--- src/rtl/kbd_led_pkg.sv ---
package kbd_led_pkg;

   typedef enum logic [2:0] {
      ST_IDLE,
      ST_SEND_CMD,
      ST_WAIT_CMD_ACK,
      ST_SEND_LED,
      ST_WAIT_LED_ACK,
      ST_DONE,
      ST_FAIL
   } seq_state_t;

   localparam logic [7:0] BYTE_SET_IND = 8'hED;
   localparam logic [7:0] BYTE_ACK     = 8'hFA;
   localparam logic [7:0] BYTE_RESEND  = 8'hFE;

   // Indicator byte: caps bit 2, num bit 1, scroll bit 0, rest zero.
   function automatic logic [7:0] pack_ind(input logic caps, input logic num, input logic scroll);
      return {5'b00000, caps, num, scroll};
   endfunction

endpackage

--- src/rtl/kbd_led_timer.sv ---
module kbd_led_timer #(
   parameter int LIMIT = 1000000
) (
   input  logic clk,
   input  logic rst_n,
   input  logic run_i,
   input  logic restart_i,
   output logic expire_o
);
   localparam int CW = (LIMIT < 2) ? 1 : $clog2(LIMIT);
   localparam logic [CW-1:0] LAST = CW'(LIMIT - 1);

   generate
      if (LIMIT < 2) begin : g_bad_limit
         $error("kbd_led_timer: LIMIT must be at least 2");
      end
   endgenerate

   logic [CW-1:0] cnt_q;

   always_ff @(posedge clk) begin
      if (!rst_n) begin
         cnt_q <= '0;
      end else if (!run_i || restart_i) begin
         cnt_q <= '0;
      end else if (cnt_q != LAST) begin
         cnt_q <= cnt_q + 1'b1;
      end
   end

   assign expire_o = run_i && (cnt_q == LAST);

   // the wait counter never passes its limit
   a_r6_cnt_bound: assert property (@(posedge clk) disable iff (!rst_n)
      cnt_q <= LAST);

   // a restart always brings the counter back to zero
   a_r6_restart_clears: assert property (@(posedge clk) disable iff (!rst_n)
      restart_i |=> (cnt_q == '0));

endmodule

--- src/rtl/kbd_led_retry.sv ---
module kbd_led_retry #(
   parameter int MAX = 3
) (
   input  logic clk,
   input  logic rst_n,
   input  logic clear_i,
   input  logic bump_i,
   output logic exhausted_o
);
   localparam int RW = $clog2(MAX + 1) < 1 ? 1 : $clog2(MAX + 1);
   localparam logic [RW-1:0] TOP = RW'(MAX);

   generate
      if (MAX < 1) begin : g_bad_max
         $error("kbd_led_retry: MAX must be at least 1");
      end
   endgenerate

   logic [RW-1:0] cnt_q;

   always_ff @(posedge clk) begin
      if (!rst_n) begin
         cnt_q <= '0;
      end else if (clear_i) begin
         cnt_q <= '0;
      end else if (bump_i && cnt_q != TOP) begin
         cnt_q <= cnt_q + 1'b1;
      end
   end

   assign exhausted_o = (cnt_q == TOP);

   // resend count stays within the allowed number
   a_r5_retry_bound: assert property (@(posedge clk) disable iff (!rst_n)
      cnt_q <= TOP);

   // no bump is requested once the budget is spent
   a_r5_no_bump_when_spent: assert property (@(posedge clk) disable iff (!rst_n)
      exhausted_o |-> !bump_i);

endmodule

--- src/rtl/kbd_led_bytesel.sv ---
module kbd_led_bytesel
   import kbd_led_pkg::*;
(
   input  logic       clk,
   input  logic       rst_n,
   input  logic       latch_i,
   input  logic       caps_i,
   input  logic       num_i,
   input  logic       scroll_i,
   input  logic       sel_ind_i,
   output logic [7:0] byte_o
);
   logic [2:0] req_q;

   always_ff @(posedge clk) begin
      if (!rst_n) begin
         req_q <= '0;
      end else if (latch_i) begin
         req_q <= {caps_i, num_i, scroll_i};
      end
   end

   assign byte_o = sel_ind_i ? pack_ind(req_q[2], req_q[1], req_q[0]) : BYTE_SET_IND;

   // latched request bits change only on a latch strobe
   a_r8_req_stable: assert property (@(posedge clk) disable iff (!rst_n)
      !$past(latch_i) |-> $stable(req_q));

   // upper bits of the indicator byte are zero
   a_r3_upper_zero: assert property (@(posedge clk) disable iff (!rst_n)
      sel_ind_i |-> (byte_o[7:3] == 5'b00000));

endmodule

--- src/rtl/kbd_led_seq.sv ---
module kbd_led_seq
   import kbd_led_pkg::*;
#(
   parameter int ACK_WAIT_CYCLES = 1000000,
   parameter int MAX_RESEND      = 3,
   parameter bit CHECK_LED_ACK   = 1'b1
) (
   input  logic       clk,
   input  logic       rst_n,
   input  logic       start_i,
   input  logic       caps_i,
   input  logic       num_i,
   input  logic       scroll_i,
   output logic [7:0] tx_data_o,
   output logic       tx_send_o,
   input  logic       tx_busy_i,
   input  logic       rx_valid_i,
   input  logic [7:0] rx_data_i,
   output logic       busy_o,
   output logic       done_o,
   output logic       error_o
);
   seq_state_t state_q, state_d, after_ind;
   logic       bump, clear_retry, exhausted, expire;
   logic       in_send, in_wait, got_ack, got_resend;

   generate
      if (CHECK_LED_ACK) begin : g_led_ack
         assign after_ind = ST_WAIT_LED_ACK;
      end else begin : g_no_led_ack
         assign after_ind = ST_DONE;
      end
   endgenerate

   assign in_send    = (state_q == ST_SEND_CMD) || (state_q == ST_SEND_LED);
   assign in_wait    = (state_q == ST_WAIT_CMD_ACK) || (state_q == ST_WAIT_LED_ACK);
   assign got_ack    = rx_valid_i && (rx_data_i == BYTE_ACK);
   assign got_resend = rx_valid_i && (rx_data_i == BYTE_RESEND);

   always_comb begin
      state_d     = state_q;
      bump        = 1'b0;
      clear_retry = 1'b0;
      unique case (state_q)
         ST_IDLE: begin
            if (start_i) begin
               state_d     = ST_SEND_CMD;
               clear_retry = 1'b1;
            end
         end
         ST_SEND_CMD: begin
            if (!tx_busy_i)  state_d = ST_WAIT_CMD_ACK;
            else if (expire) state_d = ST_FAIL;
         end
         ST_WAIT_CMD_ACK: begin
            if (got_ack) begin
               state_d     = ST_SEND_LED;
               clear_retry = 1'b1;
            end else if (got_resend) begin
               if (exhausted) begin
                  state_d = ST_FAIL;
               end else begin
                  state_d = ST_SEND_CMD;
                  bump    = 1'b1;
               end
            end else if (expire) begin
               state_d = ST_FAIL;
            end
         end
         ST_SEND_LED: begin
            if (!tx_busy_i)  state_d = after_ind;
            else if (expire) state_d = ST_FAIL;
         end
         ST_WAIT_LED_ACK: begin
            if (got_ack) begin
               state_d = ST_DONE;
            end else if (got_resend) begin
               if (exhausted) begin
                  state_d = ST_FAIL;
               end else begin
                  state_d = ST_SEND_LED;
                  bump    = 1'b1;
               end
            end else if (expire) begin
               state_d = ST_FAIL;
            end
         end
         ST_DONE: state_d = ST_IDLE;
         ST_FAIL: state_d = ST_IDLE;
         default: state_d = ST_IDLE;
      endcase
   end

   always_ff @(posedge clk) begin
      if (!rst_n) state_q <= ST_IDLE;
      else        state_q <= state_d;
   end

   kbd_led_timer #(.LIMIT(ACK_WAIT_CYCLES)) u_timer (
      .clk       (clk),
      .rst_n     (rst_n),
      .run_i     (in_send || in_wait),
      .restart_i (state_d != state_q),
      .expire_o  (expire)
   );

   kbd_led_retry #(.MAX(MAX_RESEND)) u_retry (
      .clk         (clk),
      .rst_n       (rst_n),
      .clear_i     (clear_retry),
      .bump_i      (bump),
      .exhausted_o (exhausted)
   );

   kbd_led_bytesel u_bytesel (
      .clk       (clk),
      .rst_n     (rst_n),
      .latch_i   ((state_q == ST_IDLE) && start_i),
      .caps_i    (caps_i),
      .num_i     (num_i),
      .scroll_i  (scroll_i),
      .sel_ind_i ((state_q == ST_SEND_LED) || (state_q == ST_WAIT_LED_ACK)),
      .byte_o    (tx_data_o)
   );

   assign tx_send_o = in_send && !tx_busy_i;
   assign busy_o    = (state_q != ST_IDLE);
   assign done_o    = (state_q == ST_DONE);
   assign error_o   = (state_q == ST_FAIL);

   // never strobe a busy transmitter
   a_r10_no_send_when_busy: assert property (@(posedge clk) disable iff (!rst_n)
      tx_send_o |-> !tx_busy_i);

   // completion and failure are exclusive
   a_r9_done_err_excl: assert property (@(posedge clk) disable iff (!rst_n)
      !(done_o && error_o));

   // done lasts one cycle
   a_r4_done_pulse: assert property (@(posedge clk) disable iff (!rst_n)
      done_o |=> !done_o);

   // error lasts one cycle
   a_r6_err_pulse: assert property (@(posedge clk) disable iff (!rst_n)
      error_o |=> !error_o);

   // a send strobe is followed by a wait or done, never a second strobe
   a_r2_single_strobe: assert property (@(posedge clk) disable iff (!rst_n)
      tx_send_o |=> !tx_send_o);

endmodule

--- config.mk ---
export PLATFORM = sky130hd
export DESIGN_NAME = kbd_led_seq
export DESIGN_NICKNAME = d
export VERILOG_FILES = /design/src/rtl/kbd_led_pkg.sv /design/src/rtl/kbd_led_timer.sv /design/src/rtl/kbd_led_retry.sv /design/src/rtl/kbd_led_bytesel.sv /design/src/rtl/kbd_led_seq.sv
export SDC_FILE = /design/constraint.sdc
export NUM_CORES = 1
export LEC_CHECK = 0
export BUFFER_PORTS_ARGS = -buffer_cell sky130_fd_sc_hd__clkbuf_2
export CAP_MARGIN = 20
export CORE_MARGIN = 3
export CORE_UTILIZATION = 58
export DETAILED_ROUTE_END_ITERATION = 7
export PLACE_DENSITY = 0.78
export SKIP_LAST_GASP = 1
export SLEW_MARGIN = 20
export SYNTH_ARGS = -nofsm -noshare
export SYNTH_HDL_FRONTEND = slang
export SYNTH_SLANG_ARGS = --single-unit
--- constraint.sdc ---
create_clock -name clk -period 2.6 [get_ports clk]
set_clock_uncertainty 0.15 [all_clocks]
set_input_delay 0.39 -clock clk [delete_from_list [all_inputs] [get_ports clk]]
set_output_delay 0.39 -clock clk [all_outputs]
set_load 0.02 [all_outputs]
==> results by group, run 1 <==
Outcome
  • Status: finished, final reports clean

Timing
  • Final Hold Fails: 0
  • RSZ-0062 raised after global routing: false
  • Final Cycle Share: 0.934
  • Final setup viols: 0
  • Post-Route Setup TNS: 0 ns
  • Fmax: around 410 MHz
  • Setup ws final: 0.173 ns
  • Worst Hold Margin: about 0.15 ns
  • Max Slew Vio Count: 0
  • Worst slew pin tran: 0.744 ns
  • Fin crit period: 2.43 ns
  • Relative slew slack: 0.497

Yosys
  • Post-synthesis xor/xnor area fraction: 0.0455
  • Simple-gate share of the synthesized area: 0.306
  • Post-synth cell types: 60
  • Share of flip-flops with an asynchronous set or reset: 0
  • Main combinational cell family by area after synthesis: simple AND/OR/NAND/NOR gates
  • Mux contribution to synthesized area: 0.0189
  • Compound-Gate Fraction of Synth Area: 0.236
  • Mean Syn Cell Area: 8.30 sq um
  • Synth Flop Type: dfxtp_1
  • Synth Area in Adders: 0.0118
  • Sequential fraction of the synthesis area: 0.265
  • Syn Nets: roughly 270
  • Yosys warning total: 0
  • Number of synthesized flops with an enable pin: 0
  • Synth Register Bits: 28
  • Synth Instances: between 200 and 300
  • Mapped Area: about 2100 sq um

Route
  • # DRC: 0
  • DRT iter0 DRCs: about 150
  • DR vias/cell: 6.05
  • Vias: 1955
  • Wirelength, routed: 4640 microns
  • TritonRoute pass-1 iters: 4
  • Antenna Violating Nets Remaining: 0
  • Routed len/inst: 14.4 microns

Die
  • Die W: 66.4 microns
  • Initial Util: 0.620
  • Core area: 3420 sq um
  • Die ar.: 4410 sq um
  • # rows: 21
  • Die extent in y: 66.4 microns
  • Num ports: 28

Place
  • Post-DP HPWL: between 3000 and 4000 microns
  • I/O Buffers: 26
  • Pre-CTS setup slack: around 0.14 ns
  • GPL Wtd Cong: 0.829

Layout
  • Syn-to-layout area delta: 6.86%
  • Fillers: 289
  • NumNets Final: approximately 300
  • Antenna diodes: 0
  • Fraction of layout cells with a size suffix above 1: 0.256
  • Post-route core utilization: 0.662

GRT
  • Global Route Usage Sum: 0.228
  • Congestion Overflow GR: 0
  • Vias in the first global route: 1773
  • Met2 usage: 0.375
  • Grt peak-use layer: met2
  • Largest net degree at the start of global routing: 21
  • Global-route wire length before repair: 7940 microns
  • Initial antenna violation count: 0
  • Met1 Use GR: 0.304
  • Grt met3 use: 0.0459

Power and ir drop
  • Peak VDD IR: 0.333 mV
  • Pwr dens: 369 nW/um^2
  • Total power: 834 uW
  • Static leakage: 0.850 nW

Setup path
  • Crit path arrival time: 2.51 ns
  • CP Max Fanout: 13
  • CP Launch Type: flip-flop
  • Setup crit end kind: flip-flop
  • Worst Path Required: 2.68 ns
  • CP Class: reg -> reg

CTS
  • Clock Pin Slew Worst Setup and Hold Paths: 0.16 ns
  • Longest Clk Path Bufs: 2
  • CTS sink count: 28
  • Clk_lat worst skew: between 0.3 and 0.4 ns
  • H-tree depth: 1
  • Hold Buf Count CTS: 0
  • TritonCTS clock tree: yes
  • Root buffer cell: clkbuf_4
  • CTS Buf Count: 3

Worst hold path
  • HP Class: in -> reg

Job
  • Maximum capacitance violations: 0
-- cell usage after synthesis (5+ instances only) --
master / n / area, sq um
nor2b_1: 6 / 37.5
clkbuf_8: 5 / 68.8
nand2_1: 31 / 116
o21ai_0: 17 / 85.1
nor4_1: 6 / 37.5
a21oi_1: 5 / 25.0
clkbuf_1: 6 / 22.5
nor2_1: 9 / 33.8
o22ai_1: 17 / 106
dfxtp_1: 28 / 561
nand3_1: 13 / 65.1
nor3_1: 9 / 45.0
xor2_1: 8 / 70.1
o22ai_2: 5 / 62.6
inv_1: 7 / 26.3
and2_1: 5 / 31.3
-- kinds of logic (layout without fill, tap and decap cells) --
family                   after synthesis  after routing
other                                  1              1
AND/OR/NAND/NOR                      113            113
flip-flops                            28             28
AO/OA/AOI/OAI                         68             68
buffers and inverters                 28             50
XOR/XNOR                              11             11
multiplexers                           4              4
adder cells (fa/ha/maj)                2              2
-- area by class of cell --
| class | count | area [sq um] | area share |
|---|---|---|---|
| clock buffers | 3 | 22.5 | 0.00996 |
| clock inverters | 1 | 30.0 | 0.0133 |
| inverters | 7 | 26.3 | 0.0116 |
| multi-input cells | 199 | 1320 | 0.585 |
| flip-flops and latches | 28 | 562 | 0.248 |
| well taps | 46 | 57.6 | 0.0254 |
| repair buffers | 39 | 240 | 0.106 |
-- power breakdown --
| part | internal, mW | total [mW] | switching [mW] | leakage [nW] |
|---|---|---|---|---|
| sequential | 0.435 | 0.441 | 0.00569 | 0.227 |
| clock | 0.156 | 0.291 | 0.134 | 0.0279 |
| combinational | 0.0452 | 0.103 | 0.0577 | 0.596 |
-- sequential cells by signal, indices dropped and copies added (netlist names) --
register,count
u_timer.cnt_q,20
u_bytesel.req_q,3
u_retry.cnt_q,2
state_q,3
-- final timing paths --
kind	from	to	slack (ns)	cells after the start
setup / recovery	u_timer.cnt_q[1]$_SDFFE_PP0N_	u_timer.cnt_q[1]$_SDFFE_PP0N_	0.17	7
hold reg to reg	u_bytesel.req_q[2]$_SDFFE_PN0P_	u_bytesel.req_q[2]$_SDFFE_PN0P_	0.38	2
hold / removal	caps_i	u_bytesel.req_q[2]$_SDFFE_PN0P_	0.15	3
setup reg to reg	u_timer.cnt_q[1]$_SDFFE_PP0N_	u_timer.cnt_q[1]$_SDFFE_PP0N_	0.17	7
-- metrics by stage --
stage / cells / cell area (sq um)
after global placement: 319 / 2200
after global routing: 323 / 2260
after CTS: 323 / 2250
final: 323 / 2260
after floorplan: 255 / 2120
after detailed placement: 319 / 2200
-- layout by cell type (no fill, tap or decap), types with 7 or more instances in the layout --
| master | n |
|---|---|
| o21ai_0 | 17 |
| inv_1 | 7 |
| nor2_1 | 9 |
| nand2_1 | 31 |
| nand3_1 | 13 |
| clkbuf_2 | 26 |
| buf_4 | 12 |
| dfxtp_1 | 27 |
| o22ai_1 | 17 |
| nor3_1 | 8 |
| xor2_1 | 8 |
-- what timing repair did --
item                       CTS  global route
gates resized for setup      0             1
setup endpoints to repair    0             4
buffers inserted             0             0
-- worst max-delay path, cell delays in order, from the launching register on --
cell     delay, ns
dfxtp_1       0.42
ha_1          0.23
nand3_2       0.22
or4_4         0.60
o211a_1       0.25
o22ai_2       0.12
buf_4         0.24
o22ai_1       0.11
-- per-layer routing --
metal | up-vias | share of wire
li1 | 981 | -
met1 | 917 | 0.47
met2 | 50 | 0.47
met3 | 7 | 0.046
met4 | 0 | 0.011
met5 | - | 0
Power figures use the tool's default switching activity.
==> inputs of run 2 (changes only) <==
--- a/config.mk
+++ b/config.mk
@@ -10,7 +10,7 @@
 export CORE_MARGIN = 3
 export CORE_UTILIZATION = 58
 export DETAILED_ROUTE_END_ITERATION = 7
-export PLACE_DENSITY = 0.78
+export PLACE_DENSITY = 0.77
 export SKIP_LAST_GASP = 1
 export SLEW_MARGIN = 20
 export SYNTH_ARGS = -nofsm -noshare
==> constraint.sdc (replaced) <==
create_clock -name clk -period 2.7 [get_ports clk]
set_clock_uncertainty 0.15 [all_clocks]
set_input_delay 0.405 -clock clk [delete_from_list [all_inputs] [get_ports clk]]
set_output_delay 0.405 -clock clk [all_outputs]
set_load 0.02 [all_outputs]
==> results by group, run 2 (synthesis results as in run 1) <==
Outcome
  • Status: finished, final reports clean

Die
  • Die extent in y: 66.4 microns (unchanged)
  • Die ar.: 4410 sq um (unchanged)
  • Num ports: 28 (unchanged)
  • Core area: 3420 sq um (unchanged)
  • # rows: 21 (unchanged)
  • Initial Util: 0.620 (unchanged)
  • Die W: 66.4 microns (unchanged)

Setup path
  • CP Launch Type: flip-flop
  • Crit path arrival time: 2.51 ns (about the same)
  • CP Class: reg -> reg
  • Worst Path Required: 2.77 ns (+0.09 ns)
  • Setup crit end kind: flip-flop
  • Worst Reg-to-Reg Cells: 7 (unchanged)
  • CP Max Fanout: 20 (+7)

GRT
  • Global-route wire length before repair: 7280 microns (-8.3%)
  • Global Route Usage Sum: 0.204 (-0.0237)
  • Vias in the first global route: 1638 (-7.6%)
  • Congestion Overflow GR: 0 (unchanged)
  • Initial antenna violation count: 0 (unchanged)
  • Largest net degree at the start of global routing: 21 (unchanged)

Timing
  • Worst slew pin tran: 0.856 ns (+0.112 ns)
  • Fmax: 409 MHz (-0.63%)
  • Final Hold Fails: 0 (unchanged)
  • Setup ws final: 0.257 ns (+0.0846 ns)
  • Worst Hold Margin: 0.185 ns (+0.0370 ns)
  • Final Cycle Share: 0.905 (-0.0289)
  • RSZ-0062 raised after global routing: false
  • Final setup viols: 0 (unchanged)
  • Max Slew Vio Count: 0 (unchanged)
  • Post-Route Setup TNS: 0 ns (unchanged)
  • Fin crit period: 2.44 ns (+0.0154 ns)
  • Relative slew slack: 0.421 (-0.0757)

Layout
  • Syn-to-layout area delta: 3.61%
  • Top reg by flops: u_timer.cnt_q
  • Antenna diodes: 0 (unchanged)
  • Commonest non-fill, non-tap cell in the layout: nand2_1
  • Regs by FF count: u_timer.cnt_q x20, state_q x3, u_bytesel.req_q x3
  • NumNets Final: 291 (-1.7%)
  • Fillers: 301 (+4.2%)
  • Largest register FFs: 20 (unchanged)
  • Commonest cells after routing, fill and taps aside: 31 x nand2_1, 28 x dfxtp_1, 26 x clkbuf_2, 17 x o22ai_1, 17 x o21ai_0
  • Fraction of layout cells with a size suffix above 1: 0.236 (-0.0202)

Route
  • Routed len/inst: 13.6 microns (-5.5%)
  • Antenna Violating Nets Remaining: 0 (unchanged)
  • # DRC: 0 (unchanged)
  • Vias: 1898 (-2.9%)
  • DRT iter0 DRCs: 125 (-18%)
  • Wirelength, routed: 4310 microns (-7.3%)
  • DR vias/cell: 5.99 (-1.1%)
  • TritonRoute pass-1 iters: 4 (unchanged)

CTS
  • Clock Pin Slew Worst Setup and Hold Paths: 0.14 ns (-0.02 ns)
  • H-tree depth: 1 (unchanged)
  • Setup repair bufs after CTS: 0 (unchanged)
  • Clk_lat worst skew: 0.33 ns (about the same)
  • TritonCTS clock tree: yes
  • CTS Buf Count: 3 (unchanged)
  • Number of gates resized after CTS: 0 (unchanged)
  • CTS sink count: 28 (unchanged)
  • Root buffer cell: clkbuf_4
  • Hold Buf Count CTS: 0 (unchanged)
  • Longest Clk Path Bufs: 2 (unchanged)

Place
  • I/O Buffers: 26 (unchanged)
  • GPL Wtd Cong: 0.831 (+0.27%)
  • Post-DP HPWL: 3040 microns (-9.3%)
  • Pre-CTS setup slack: 0.273 ns (+0.134 ns)

Job
  • Maximum capacitance violations: 0 (unchanged)

Worst hold path
  • HP Class: in -> reg
  • Worst hold stages: 3 (unchanged)

Power and ir drop
  • Static leakage: 0.808 nW (-4.9%)
  • Peak VDD IR: 0.271 mV (-19%)
  • Pwr dens: 314 nW/um^2 (-15%)
-- run 2: path summary, 6_finish.rpt --
kind                                 start                               to  slack [ns]
max          u_retry.cnt_q[0]$_SDFFE_PP0P_    u_timer.cnt_q[3]$_SDFFE_PP0N_        0.26
min                               scroll_i  u_bytesel.req_q[0]$_SDFFE_PN0P_        0.18
max reg2reg  u_retry.cnt_q[0]$_SDFFE_PP0P_    u_timer.cnt_q[3]$_SDFFE_PP0N_        0.26
min reg2reg  u_retry.cnt_q[1]$_SDFFE_PP0P_    u_retry.cnt_q[1]$_SDFFE_PP0P_        0.37
-- run 2: area by class of cell --
| class | instances | area (sq um) | area share |
|---|---|---|---|
| Clock buffer | 3 | 22.5 | 0.0103 |
| Multi-Input combinational cell | 199 | 1320 | 0.604 |
| Inverter | 7 | 26.3 | 0.0120 |
| Sequential cell | 28 | 561 | 0.256 |
| Tap cell | 46 | 57.6 | 0.0262 |
| Timing Repair Buffer | 34 | 203 | 0.0924 |
-- run 2: metrics by stage --
| step | instance area, sq um | util | cells | power, mW |
|---|---|---|---|---|
| 2_1_floorplan | 2120 | - | 255 | 0.508 |
| 3_3_place_gp | 2160 | 0.634 | 314 | 0.522 |
| 3_5_place_dp | 2160 | 0.634 | 314 | 0.523 |
| 4_1_cts | 2190 | 0.640 | 317 | 0.691 |
| 5_1_grt | 2190 | 0.642 | 317 | 0.715 |
| 6_report | 2190 | 0.642 | 317 | 0.689 |
-- run 2: layer usage --
layer	global-route usage	share of wire	vias up
li1	-	-	971
met1	0.290	0.49	883
met2	0.338	0.46	40
met3	0.0153	0.038	4
met4	0.0381	0.0067	0
met5	0	0	-
-- run 2: report_power, final --
| part | switching (mW) | internal [mW] | total (mW) |
|---|---|---|---|
| combinational | 0.0532 | 0.0384 | 0.0916 |
| clock | 0.121 | 0.0524 | 0.173 |
| sequential | 0.00614 | 0.419 | 0.425 |
| total | 0.180 | 0.509 | 0.689 |
-- run 2: worst max-delay path: stages, from the launching register on --
cell and delay (ns):
dfxtp_1 0.35, ha_1 0.24, a21oi_1 0.15, nor4b_1 0.71
nor3_1 0.14, a32oi_2 0.20, buf_4 0.29, o22ai_1 0.10
